## config.mk

```make
export PLATFORM = sky130hd
export DESIGN_NAME = bl_step_dimmer
export DESIGN_NICKNAME = d
export VERILOG_FILES = /design/src/rtl/bl_dim_pkg.sv /design/src/rtl/bl_us_tick.sv /design/src/rtl/bl_req_hold.sv /design/src/rtl/bl_step_calc.sv /design/src/rtl/bl_seq_fsm.sv /design/src/rtl/bl_step_dimmer.sv
export SDC_FILE = /design/constraint.sdc
export NUM_CORES = 1
export LEC_CHECK = 0
export CAP_MARGIN = 20
export CORE_MARGIN = 2
export CORE_UTILIZATION = 60
export CTS_CLUSTER_SIZE = 25
export DETAILED_ROUTE_END_ITERATION = 10
export PLACE_DENSITY = 0.78
export SYNTH_ARGS = -nofsm -noshare
export SYNTH_HDL_FRONTEND = slang
export SYNTH_SLANG_ARGS = --single-unit
```

## constraint.sdc

```tcl
create_clock -name clk_i -period 6.6 [get_ports clk_i]
set_input_delay 0.99 -clock clk_i [delete_from_list [all_inputs] [get_ports clk_i]]
set_output_delay 0.99 -clock clk_i [all_outputs]
set_load 0.1 [all_outputs]
```

## src/rtl/bl_dim_pkg.sv

```systemverilog
package bl_dim_pkg;
  typedef enum logic [2:0] {
    ST_IDLE = 3'd0,
    ST_OFF  = 3'd1,
    ST_WAKE = 3'd2,
    ST_LO   = 3'd3,
    ST_HI   = 3'd4
  } seq_state_e;
endpackage

```

## src/rtl/bl_us_tick.sv

```systemverilog
module bl_us_tick #(
  parameter int DIV = 4
) (
  input  logic clk_i,
  input  logic rst_ni,
  input  logic clr_i,
  output logic tick_o
);
  localparam int W = (DIV > 1) ? $clog2(DIV) : 1;
  logic [W-1:0] cnt_q;

  assign tick_o = (cnt_q == W'(DIV - 1));

  always_ff @(posedge clk_i or negedge rst_ni) begin
    if (!rst_ni)             cnt_q <= '0;
    else if (clr_i || tick_o) cnt_q <= '0;
    else                     cnt_q <= cnt_q + 1'b1;
  end
endmodule

```

## src/rtl/bl_req_hold.sv

```systemverilog
module bl_req_hold #(
  parameter int LW = 8
) (
  input  logic          clk_i,
  input  logic          rst_ni,
  input  logic          valid_i,
  input  logic [LW-1:0] level_i,
  input  logic          take_i,
  output logic          pend_o,
  output logic [LW-1:0] level_o
);
  // latest request wins; a strobe in the take cycle stays pending
  always_ff @(posedge clk_i or negedge rst_ni) begin
    if (!rst_ni) begin
      pend_o  <= 1'b0;
      level_o <= '0;
    end else if (valid_i) begin
      pend_o  <= 1'b1;
      level_o <= level_i;
    end else if (take_i) begin
      pend_o  <= 1'b0;
    end
  end
endmodule

```

## src/rtl/bl_step_calc.sv

```systemverilog
module bl_step_calc #(
  parameter int LW       = 8,
  parameter int MAX_STEP = 33
) (
  input  logic [LW-1:0]                    level_i,
  input  logic [$clog2(MAX_STEP+1)-1:0]    last_i,
  output logic [$clog2(MAX_STEP+1)-1:0]    tgt_o,
  output logic [$clog2(MAX_STEP+1)-1:0]    cnt_o,
  output logic                             wake_o,
  output logic                             same_o
);
  localparam int SW = $clog2(MAX_STEP + 1);
  localparam int PW = LW + SW;

  logic [PW-1:0] prod;
  logic [SW-1:0] cur;
  logic [SW:0]   diff;

  always_comb begin
    prod   = PW'(level_i) * PW'(MAX_STEP + 1);
    tgt_o  = SW'(prod >> LW);
    wake_o = (last_i == '0);
    same_o = (tgt_o == last_i);
    cur    = wake_o ? SW'(MAX_STEP) : last_i;
    if (cur >= tgt_o) diff = {1'b0, cur} - {1'b0, tgt_o};
    else              diff = {1'b0, cur} + (SW+1)'(MAX_STEP) - {1'b0, tgt_o};
    cnt_o  = (diff >= (SW+1)'(MAX_STEP)) ? SW'(diff - (SW+1)'(MAX_STEP)) : SW'(diff);
  end
endmodule

```

## src/rtl/bl_seq_fsm.sv

```systemverilog
module bl_seq_fsm
  import bl_dim_pkg::*;
#(
  parameter int MAX_STEP    = 33,
  parameter int OFF_HOLD_US = 2000,
  parameter int WAKE_US     = 40,
  parameter int LO_US       = 1,
  parameter int HI_US       = 1
) (
  input  logic                          clk_i,
  input  logic                          rst_ni,
  input  logic                          pend_i,
  input  logic [$clog2(MAX_STEP+1)-1:0] tgt_i,
  input  logic [$clog2(MAX_STEP+1)-1:0] cnt_i,
  input  logic                          wake_i,
  input  logic                          same_i,
  input  logic                          tick_i,
  output logic                          take_o,
  output logic                          tclr_o,
  output logic                          pin_o,
  output logic [$clog2(MAX_STEP+1)-1:0] last_o,
  output logic [$clog2(MAX_STEP+1)-1:0] cnt_o,
  output seq_state_e                    state_o
);
  localparam int SW = $clog2(MAX_STEP + 1);
  localparam int T1 = (OFF_HOLD_US > WAKE_US) ? OFF_HOLD_US : WAKE_US;
  localparam int T2 = (T1 > LO_US) ? T1 : LO_US;
  localparam int TM = (T2 > HI_US) ? T2 : HI_US;
  localparam int TW = $clog2(TM + 1);

  seq_state_e    state_q;
  logic [TW-1:0] tmr_q;
  logic [SW-1:0] tgt_q;
  logic          phase_end;

  assign take_o    = (state_q == ST_IDLE) && pend_i;
  assign phase_end = tick_i && (tmr_q == TW'(1)) && (state_q != ST_IDLE);
  assign tclr_o    = take_o || phase_end;
  assign state_o   = state_q;

  always_ff @(posedge clk_i or negedge rst_ni) begin
    if (!rst_ni) begin
      state_q <= ST_IDLE;
      pin_o   <= 1'b1;
      last_o  <= SW'(MAX_STEP);
      cnt_o   <= '0;
      tmr_q   <= '0;
      tgt_q   <= '0;
    end else begin
      if (tick_i && state_q != ST_IDLE && !phase_end) tmr_q <= tmr_q - 1'b1;
      unique case (state_q)
        ST_IDLE: if (pend_i && !same_i) begin
          tgt_q <= tgt_i;
          cnt_o <= cnt_i;
          if (tgt_i == '0) begin
            state_q <= ST_OFF;
            pin_o   <= 1'b0;
            tmr_q   <= TW'(OFF_HOLD_US);
          end else if (wake_i) begin
            state_q <= ST_WAKE;
            pin_o   <= 1'b1;
            tmr_q   <= TW'(WAKE_US);
          end else begin
            state_q <= ST_LO;
            pin_o   <= 1'b0;
            tmr_q   <= TW'(LO_US);
          end
        end
        ST_OFF: if (phase_end) begin
          state_q <= ST_IDLE;
          last_o  <= '0;
        end
        ST_WAKE: if (phase_end) begin
          if (cnt_o == '0) begin
            state_q <= ST_IDLE;
            last_o  <= tgt_q;
          end else begin
            state_q <= ST_LO;
            pin_o   <= 1'b0;
            tmr_q   <= TW'(LO_US);
          end
        end
        ST_LO: if (phase_end) begin
          state_q <= ST_HI;
          pin_o   <= 1'b1;
          tmr_q   <= TW'(HI_US);
        end
        ST_HI: if (phase_end) begin
          cnt_o <= cnt_o - 1'b1;
          if (cnt_o == SW'(1)) begin
            state_q <= ST_IDLE;
            last_o  <= tgt_q;
          end else begin
            state_q <= ST_LO;
            pin_o   <= 1'b0;
            tmr_q   <= TW'(LO_US);
          end
        end
        default: state_q <= ST_IDLE;
      endcase
    end
  end
endmodule

```

## src/rtl/bl_step_dimmer.sv

```systemverilog
module bl_step_dimmer
  import bl_dim_pkg::*;
#(
  parameter int LW          = 8,
  parameter int MAX_STEP    = 33,
  parameter int CLKS_PER_US = 4,
  parameter int OFF_HOLD_US = 2000,
  parameter int WAKE_US     = 40,
  parameter int LO_US       = 1,
  parameter int HI_US       = 1
) (
  input  logic          clk_i,
  input  logic          rst_ni,
  input  logic          req_valid_i,
  input  logic [LW-1:0] req_level_i,
  output logic          dim_pin_o,
  output logic          busy_o
);
  localparam int SW = $clog2(MAX_STEP + 1);

  logic          pend, take, tclr, tick, wake, same;
  logic [LW-1:0] pend_level;
  logic [SW-1:0] tgt, cnt, last_step, pulse_cnt;
  seq_state_e    seq_state;

  bl_us_tick #(.DIV(CLKS_PER_US)) u_tick (
    .clk_i(clk_i), .rst_ni(rst_ni), .clr_i(tclr), .tick_o(tick)
  );

  bl_req_hold #(.LW(LW)) u_hold (
    .clk_i(clk_i), .rst_ni(rst_ni), .valid_i(req_valid_i), .level_i(req_level_i),
    .take_i(take), .pend_o(pend), .level_o(pend_level)
  );

  bl_step_calc #(.LW(LW), .MAX_STEP(MAX_STEP)) u_calc (
    .level_i(pend_level), .last_i(last_step), .tgt_o(tgt), .cnt_o(cnt),
    .wake_o(wake), .same_o(same)
  );

  bl_seq_fsm #(
    .MAX_STEP(MAX_STEP), .OFF_HOLD_US(OFF_HOLD_US), .WAKE_US(WAKE_US),
    .LO_US(LO_US), .HI_US(HI_US)
  ) u_fsm (
    .clk_i(clk_i), .rst_ni(rst_ni), .pend_i(pend), .tgt_i(tgt), .cnt_i(cnt),
    .wake_i(wake), .same_i(same), .tick_i(tick), .take_o(take), .tclr_o(tclr),
    .pin_o(dim_pin_o), .last_o(last_step), .cnt_o(pulse_cnt), .state_o(seq_state)
  );

  assign busy_o = pend || (seq_state != ST_IDLE);
endmodule

```

# ---- Word-level counts from Yosys, hierarchy flattened
# Index checks and enable logic that the tools add are counted.
dict set report classes {
  n_addsub 7
  multipliers 1
  n_lt_le_gt_ge 2
  n_eq_ne 17
  mux 44
  n_reduce_logical 25
}
# op count
set ops {}
lappend ops {{two-way mux 11 bit} 8}
lappend ops {{two-way mux 6 bit} 10}
lappend ops {{case mux 11 bit (4 select lines)} 1}
lappend ops {{logical NOT 6 bit} 3}
lappend ops {{two-way mux 3 bit} 6}
lappend ops {{case mux 6 bit (3 select lines)} 1}
lappend ops {{case mux 3 bit (5 select lines)} 1}
lappend ops {{multiplier 8 x 5 -> 13 bit (second input constant)} 1}
lappend ops {{!= test 2 x 1 -> 1 bit (second input constant)} 6}
lappend ops {{case mux 6 bit (2 select lines)} 1}
lappend ops {{== test 11 x 1 -> 1 bit (second input constant)} 1}
lappend ops {{two-way mux 1 bit} 11}
lappend ops {{subtractor 11 x 1 -> 11 bit (second input constant)} 1}
lappend ops {{adder 6 x 6 -> 7 bit (second input constant)} 1}
lappend ops {{>= comparator 7 x 6 -> 1 bit (second input constant)} 1}
lappend ops {{two-way mux 7 bit} 1}
lappend ops {{AND reduction 7 bit} 1}
lappend ops {{subtractor 6 x 6 -> 7 bit} 1}
lappend ops {{subtractor 7 x 6 -> 7 bit} 1}
lappend ops {{== test 3 x 2 -> 1 bit (second input constant)} 2}
lappend ops {{== test 6 x 1 -> 1 bit (second input constant)} 1}
lappend ops {{== test 6 bit} 1}
lappend ops {{>= comparator 6 bit} 1}
lappend ops {{logical AND 1 bit} 6}
lappend ops {{19 further kinds} 28}
dict set report totals {
  regBits 44
  input_bits 11
  output_inout_bits 2
  word_cells 105
}

# ---- Depth between registers and ports, before layout
dict set report depth {
  word_depth 9
  ltp_mapped 20
  ltp_nobuf 20
}

# ---- Cells and area by module
# Synthesis repeated with hierarchy kept, for this count alone.
dict set report hier_totals {
  hier_cells 387
  hier_area_um2 3691.0
}
# module instances cells_each area_per_inst_um2 seq_area_each_um2
set by_module_without_submodules {}
lappend by_module_without_submodules {bl_seq_fsm 1 199 1926.8 829.5}
lappend by_module_without_submodules {bl_step_calc 1 162 1302.5 0.0}
lappend by_module_without_submodules {bl_req_hold 1 20 369.1 225.2}
lappend by_module_without_submodules {bl_us_tick 1 5 85.1 50.0}
lappend by_module_without_submodules {bl_step_dimmer 1 1 7.5 0.0}

# ---- Worst setup path after synthesis
# No wires, ideal clock.
dict set report synth_path {
  path_kind {reg-to-reg}
  startpoint {reg u_hold.level_o[7]}
  endpoint {reg u_fsm.cnt_o[1]}
  arrival_time_ns 4.757
  required_time_ns 6.527
  path_slack_ns 1.770
  path_stages_with_launch 18
  period_less_slack_ns 4.830
  path_cell_list {dfrtp_1 ha_1 ha_1 o21ai_2 a221oi_1 nand2_1 xor2_1 ha_1 clkbuf_1 nand2_1 or4b_4 and2_1 buf_6 o31ai_1 and2b_2 a31oi_4 mux2_4 a21oi_2}
}
dict set report synth_via {
  elab_chain_cells 7
  word_cells_on_any_way 15
  classes_between {add/sub (3); mul (1); order compare (2); eq/ne (2); mux (4); reduce/logical (3)}
}
# item line_no
set synth_lines {}
lappend synth_lines {{from (decl)} bl_req_hold.sv:10} ;# output logic [LW-1:0] level_o
lappend synth_lines {{from (signal assigned)} bl_req_hold.sv:19} ;# level_o <= level_i;
lappend synth_lines {{multiplier 8 x 5 -> 13 bit *} bl_step_calc.sv:20} ;# prod = PW'(level_i) * PW'(MAX_STEP + 1);
lappend synth_lines {{subtractor 7 x 6 -> 7 bit (tied with other cells)} bl_step_calc.sv:26} ;# else diff = {1'b0, cur} + (SW+1)'(MAX_STEP) - {1'b0, tgt_o};
lappend synth_lines {{two-way mux 7 bit} bl_step_calc.sv:25} ;# if (cur >= tgt_o) diff = {1'b0, cur} - {1'b0, tgt_o};
lappend synth_lines {{subtractor 6 bit or >= comparator 7 x 6 -> 1 bit (tied branches)} bl_step_calc.sv:27} ;# cnt_o = (diff >= (SW+1)'(MAX_STEP)) ? SW'(diff - (SW+1)'(MAX_STEP)) : SW'(diff);
lappend synth_lines {{two-way mux 6 bit} bl_step_calc.sv:27}
lappend synth_lines {{two-way mux 6 bit} bl_seq_fsm.sv:52} ;# ST_IDLE: if (pend_i && !same_i) begin
lappend synth_lines {{case mux 6 bit (2 select lines)} bl_seq_fsm.sv:51} ;# unique case (state_q)
lappend synth_lines {{to (signal assigned)} bl_seq_fsm.sv:54} ;# cnt_o <= cnt_i;
lappend synth_lines {{to (signal assigned)} bl_seq_fsm.sv:89} ;# cnt_o <= cnt_o - 1'b1;
lappend synth_lines {{to (decl)} bl_seq_fsm.sv:22} ;# output logic [$clog2(MAX_STEP+1)-1:0] cnt_o,
# Mark *: on every way between the ends. The rest lies on a longest branch, timed or not. The select of a mux whose other input is x is not followed.
# A chain may end at the register's enable or synchronous reset.

# ---- Worst setup path in the final report
dict set report layout_path {
  startpoint {reg u_hold.level_o[6]}
  endpoint {reg u_fsm.cnt_o[1]}
}
# Same word-level chain as after synthesis.

==> flow_summary_export.csv <==
group,metric,value,unit
run_status,outcome,"finished clean",
synthesis,synth-seq-cells,44,
die,die_area,0.00686,mm^2
timing,slew_violations,0,
clock_network,cts_tree,"built",
timing,min_period,5370,ps
synthesis,synth_nets,478,
worst_hold_path,worstHoldStart,"u_tick.cnt_q[0]$_DFF_PN0_",
die,core_area,0.00596,mm^2
timing,max_slew.worst_pin.slew,961,ps
route,drt-pass1-iter-count,6,
die,initial_core_util,62.6,%
route,postRouteWirelength,8.43,mm
final_layout,antenna_cells,0,
worst_setup_path,rr_worst_depth,17,
power,ir_drop,0.217,mV
timing,clock_skew,7.16,ps
synthesis,synth_edf_count,0,
worst_setup_path,reg2reg_to,"u_fsm.cnt_o[1]$_DFFE_PN0P_",
global_routing,grt.overflow.total,0,
worst_hold_path,hold_path.class,"reg -> reg",
timing,rsz0062_at_grt,"false",
global_routing,grt_pass1_vias,3119,
timing,slew_headroom,35.7,%
clock_network,ctsResizeCount,0,
die,fp.dieW,82.8,um
global_routing,track_usage,25.2,%
synthesis,seq_area_frac_synth,29.6,%
route,vias,3234,
final_layout,nets,477,
worst_setup_path,crit_type,"reg -> reg",
worst_setup_path,r2r_setup_slack,1230,ps
synthesis,syn_area_per_cell,8.48,um^2
die,rows,28,
global_routing,grt_start_max_net_pins,45,
clock_network,postCtsSetupRepairBufs,0,
timing,fmax,186,MHz
global_routing,grt_pass1_wl,14.5,mm
final_layout,area_delta_synth_final,7.38,%
job,maxCapViolCount,0,
worst_setup_path,timing.rr.start,"u_hold.level_o[6]$_DFFE_PN0P_",
die,ioPinCount,13,
timing,finalHoldViolCount,0,
synthesis,syn_inst,440,
power,power_leakage,0.00167,uW
worst_setup_path,worstPathRequired,6830,ps
global_routing,antenna_found_initial,0,
clock_network,clock-sinks,44,
clock_network,cts.htree.levels,2,
route,first_iter_violations,215,
place,hpwl,6.38,mm
power,cellPowerDensity,321,mW/mm^2
worst_setup_path,arrival,5600,ps
clock_network,clock-root-buffer,"clkbuf_8",
worst_hold_path,holdPathStages,1,
timing,finalSetupViolations,0,
worst_hold_path,whs_endpoint,"u_tick.cnt_q[0]$_DFF_PN0_",
route,via_per_inst,6.28,
route,drtAntennaViolNets,0,
synthesis,ys_warn_count,0,
power,total_power,1290,uW
synthesis,synthFlopType,"dfrtp_1",
route,route.detailed.drc,0,
clock_network,worst_setup_hold_path_clk_slew,90,ps
place,globalplace.congestion,0.928,
worst_setup_path,crit_fanout,9,
clock_network,cts_buffer_depth,2,
clock_network,clk_latency,300,ps
clock_network,cts_buffers,5,
route,wl_per_cell,16.4,um
final_layout,nFillCells,508,
timing,finalSetupTns,0,ps
worst_setup_path,cp-end-kind,"flop",
synthesis,ys_async_sr_fraction,100,%
timing,fin_crit_sh,81.3,%
synthesis,ys_types,68,
worst_setup_path,start_kind,"flop",
final_layout,layout-drive-gt1-share,8.18,%
synthesis,syn_area,0.00373,mm^2
place,port_buffers,12,
clock_network,hold_buffers,0,
die,chipHeight,82.8,um
-- sequential cells by signal, indices dropped and copies added, names as in the netlist --
name	count
u_fsm.tmr_q	11
u_hold.level_o	8
u_fsm.cnt_o	6
u_fsm.last_o	6
u_fsm.tgt_q	6
u_fsm.state_o	3
u_tick.cnt_q	2
u_fsm.pin_o	1
u_hold.pend_o	1
-- layout make-up --
cell class	count	area, um^2	share of cell area [%]
clock buffer	6	72.6	1.81
clock inverter	2	60.1	1.50
inverter	24	90.1	2.25
multi-input combinational	351	2450	61.1
sequential	44	1100	27.6
tap	75	93.8	2.34
timing repair buffer	13	135	3.37
-- logic make-up (layout without fill, tap and decap cells) --
group / Yosys count / in the layout / share of synthesized area (%)
muxes: 16 / 16 / 5.17
DFF: 44 / 44 / 29.6
AOI/OAI and AO/OA: 115 / 115 / 21.0
and+or+nand+nor: 164 / 164 / 21.8
buffers and inverters: 45 / 45 / 4.73
adders and majority gates: 27 / 27 / 9.66
xor gates and xnor gates: 29 / 29 / 8.08
-- per-stage QoR --
step | std cells | setup WS, ps | hold WS (ps) | utilization, % | instance area, um^2
after detailed placement | 506 | 1360 | 431 | 64.7 | 3850
after CTS | 514 | 1300 | 452 | 66.9 | 3990
after global routing | 515 | 942 | 465 | 67.2 | 4010
after global placement | 506 | 1550 | 430 | 64.7 | 3850
after floorplan | 440 | 1770 | 417 | - | 3730
final | 515 | 1230 | 452 | 67.2 | 4010
-- where the power goes --
group | leakage (uW) | internal [uW] | switching, uW
Sequential | 0.000534 | 355 | 90.0
Clock | 0.0000654 | 151 | 96.5
Combinational | 0.00107 | 248 | 345
Total | 0.00167 | 755 | 532
-- cell usage after synthesis, drive strengths merged, types with 3 or more instances --
cell	count	area [um^2]
and3	3	18.8
nand2b	7	43.8
ha	24	300
o31ai	5	37.5
a221oi	3	26.3
o21ai	33	169
fa	3	60.1
or3	4	25.0
a21oi	29	149
o21a	3	22.5
dfstp	3	78.8
inv	24	90.1
clkbuf	19	71.3
mux2i	6	76.3
nor2b	7	43.8
nand4	3	18.8
a21o	5	37.5
nand2	51	191
nand3	20	100
a211oi	5	37.5
dfrtp	41	1030
mux2	10	116
xnor2	17	149
o211ai	4	30.0
nor4	5	31.3
xor2	10	106
nor3	17	85.1
a31oi	6	52.6
o22ai	4	25.0
nor2	30	115
-- per-layer routing --
metal,track usage (%),vias to the layer above,wire length [um],share of wire [%]
li1,-,1581,-,-
met1,33.4,1537,3800,45
met2,42.4,93,4150,49
met3,3.28,23,303,3.6
met4,9.09,0,180,2.1
met5,0,-,0,0
-- worst max-delay path by stage --
stage                                              from                         end
final                     u_hold.level_o[6]$_DFFE_PN0P_  u_fsm.cnt_o[1]$_DFFE_PN0P_
after global routing      u_hold.level_o[6]$_DFFE_PN0P_  u_fsm.cnt_o[1]$_DFFE_PN0P_
after CTS                 u_hold.level_o[6]$_DFFE_PN0P_  u_fsm.cnt_o[1]$_DFFE_PN0P_
after detailed placement  u_hold.level_o[6]$_DFFE_PN0P_  u_fsm.cnt_o[2]$_DFFE_PN0P_
after global placement    u_hold.level_o[6]$_DFFE_PN0P_  u_fsm.cnt_o[1]$_DFFE_PN0P_
after floorplan           u_hold.level_o[7]$_DFFE_PN0P_  u_fsm.cnt_o[1]$_DFFE_PN0P_
-- critical path, cell delays in order (launching register included) --
cell and delay (ps):
dfrtp_1 520, ha_1 300, ha_1 340, a41oi_4 160
a221oi_1 690, nand2_1 150, xor2_1 180, ha_1 480
nand2_1 260, nand2_1 130, a21o_1 200, a31oi_1 270
and2_1 380, mux2i_4 370, xor2_4 240, a31oi_4 160
mux2_4 330, a21oi_2 150
-- placed cells by master (no fill, tap or decap), types with 5 or more instances in the layout --
| cell | synthesis | routed |
|---|---|---|
| o31ai_1 | 5 | 5 |
| nor4_1 | 5 | 5 |
| a31oi_1 | 5 | 5 |
| nand3_1 | 20 | 20 |
| nand2_1 | 51 | 51 |
| clkdlybuf4s50_1 | 0 | 11 |
| xor2_1 | 9 | 9 |
| nor2_1 | 29 | 29 |
| a21o_1 | 5 | 5 |
| o21ai_0 | 32 | 32 |
| mux2_2 | 9 | 9 |
| inv_1 | 24 | 24 |
| clkbuf_8 | 0 | 5 |
| a211oi_1 | 5 | 5 |
| ha_1 | 24 | 24 |
| nand2b_1 | 7 | 7 |
| a21oi_1 | 28 | 28 |
| dfrtp_1 | 41 | 41 |
| xnor2_1 | 17 | 17 |
| nor3_1 | 17 | 17 |
| nor2b_1 | 7 | 7 |
Power figures use the tool's default switching activity.
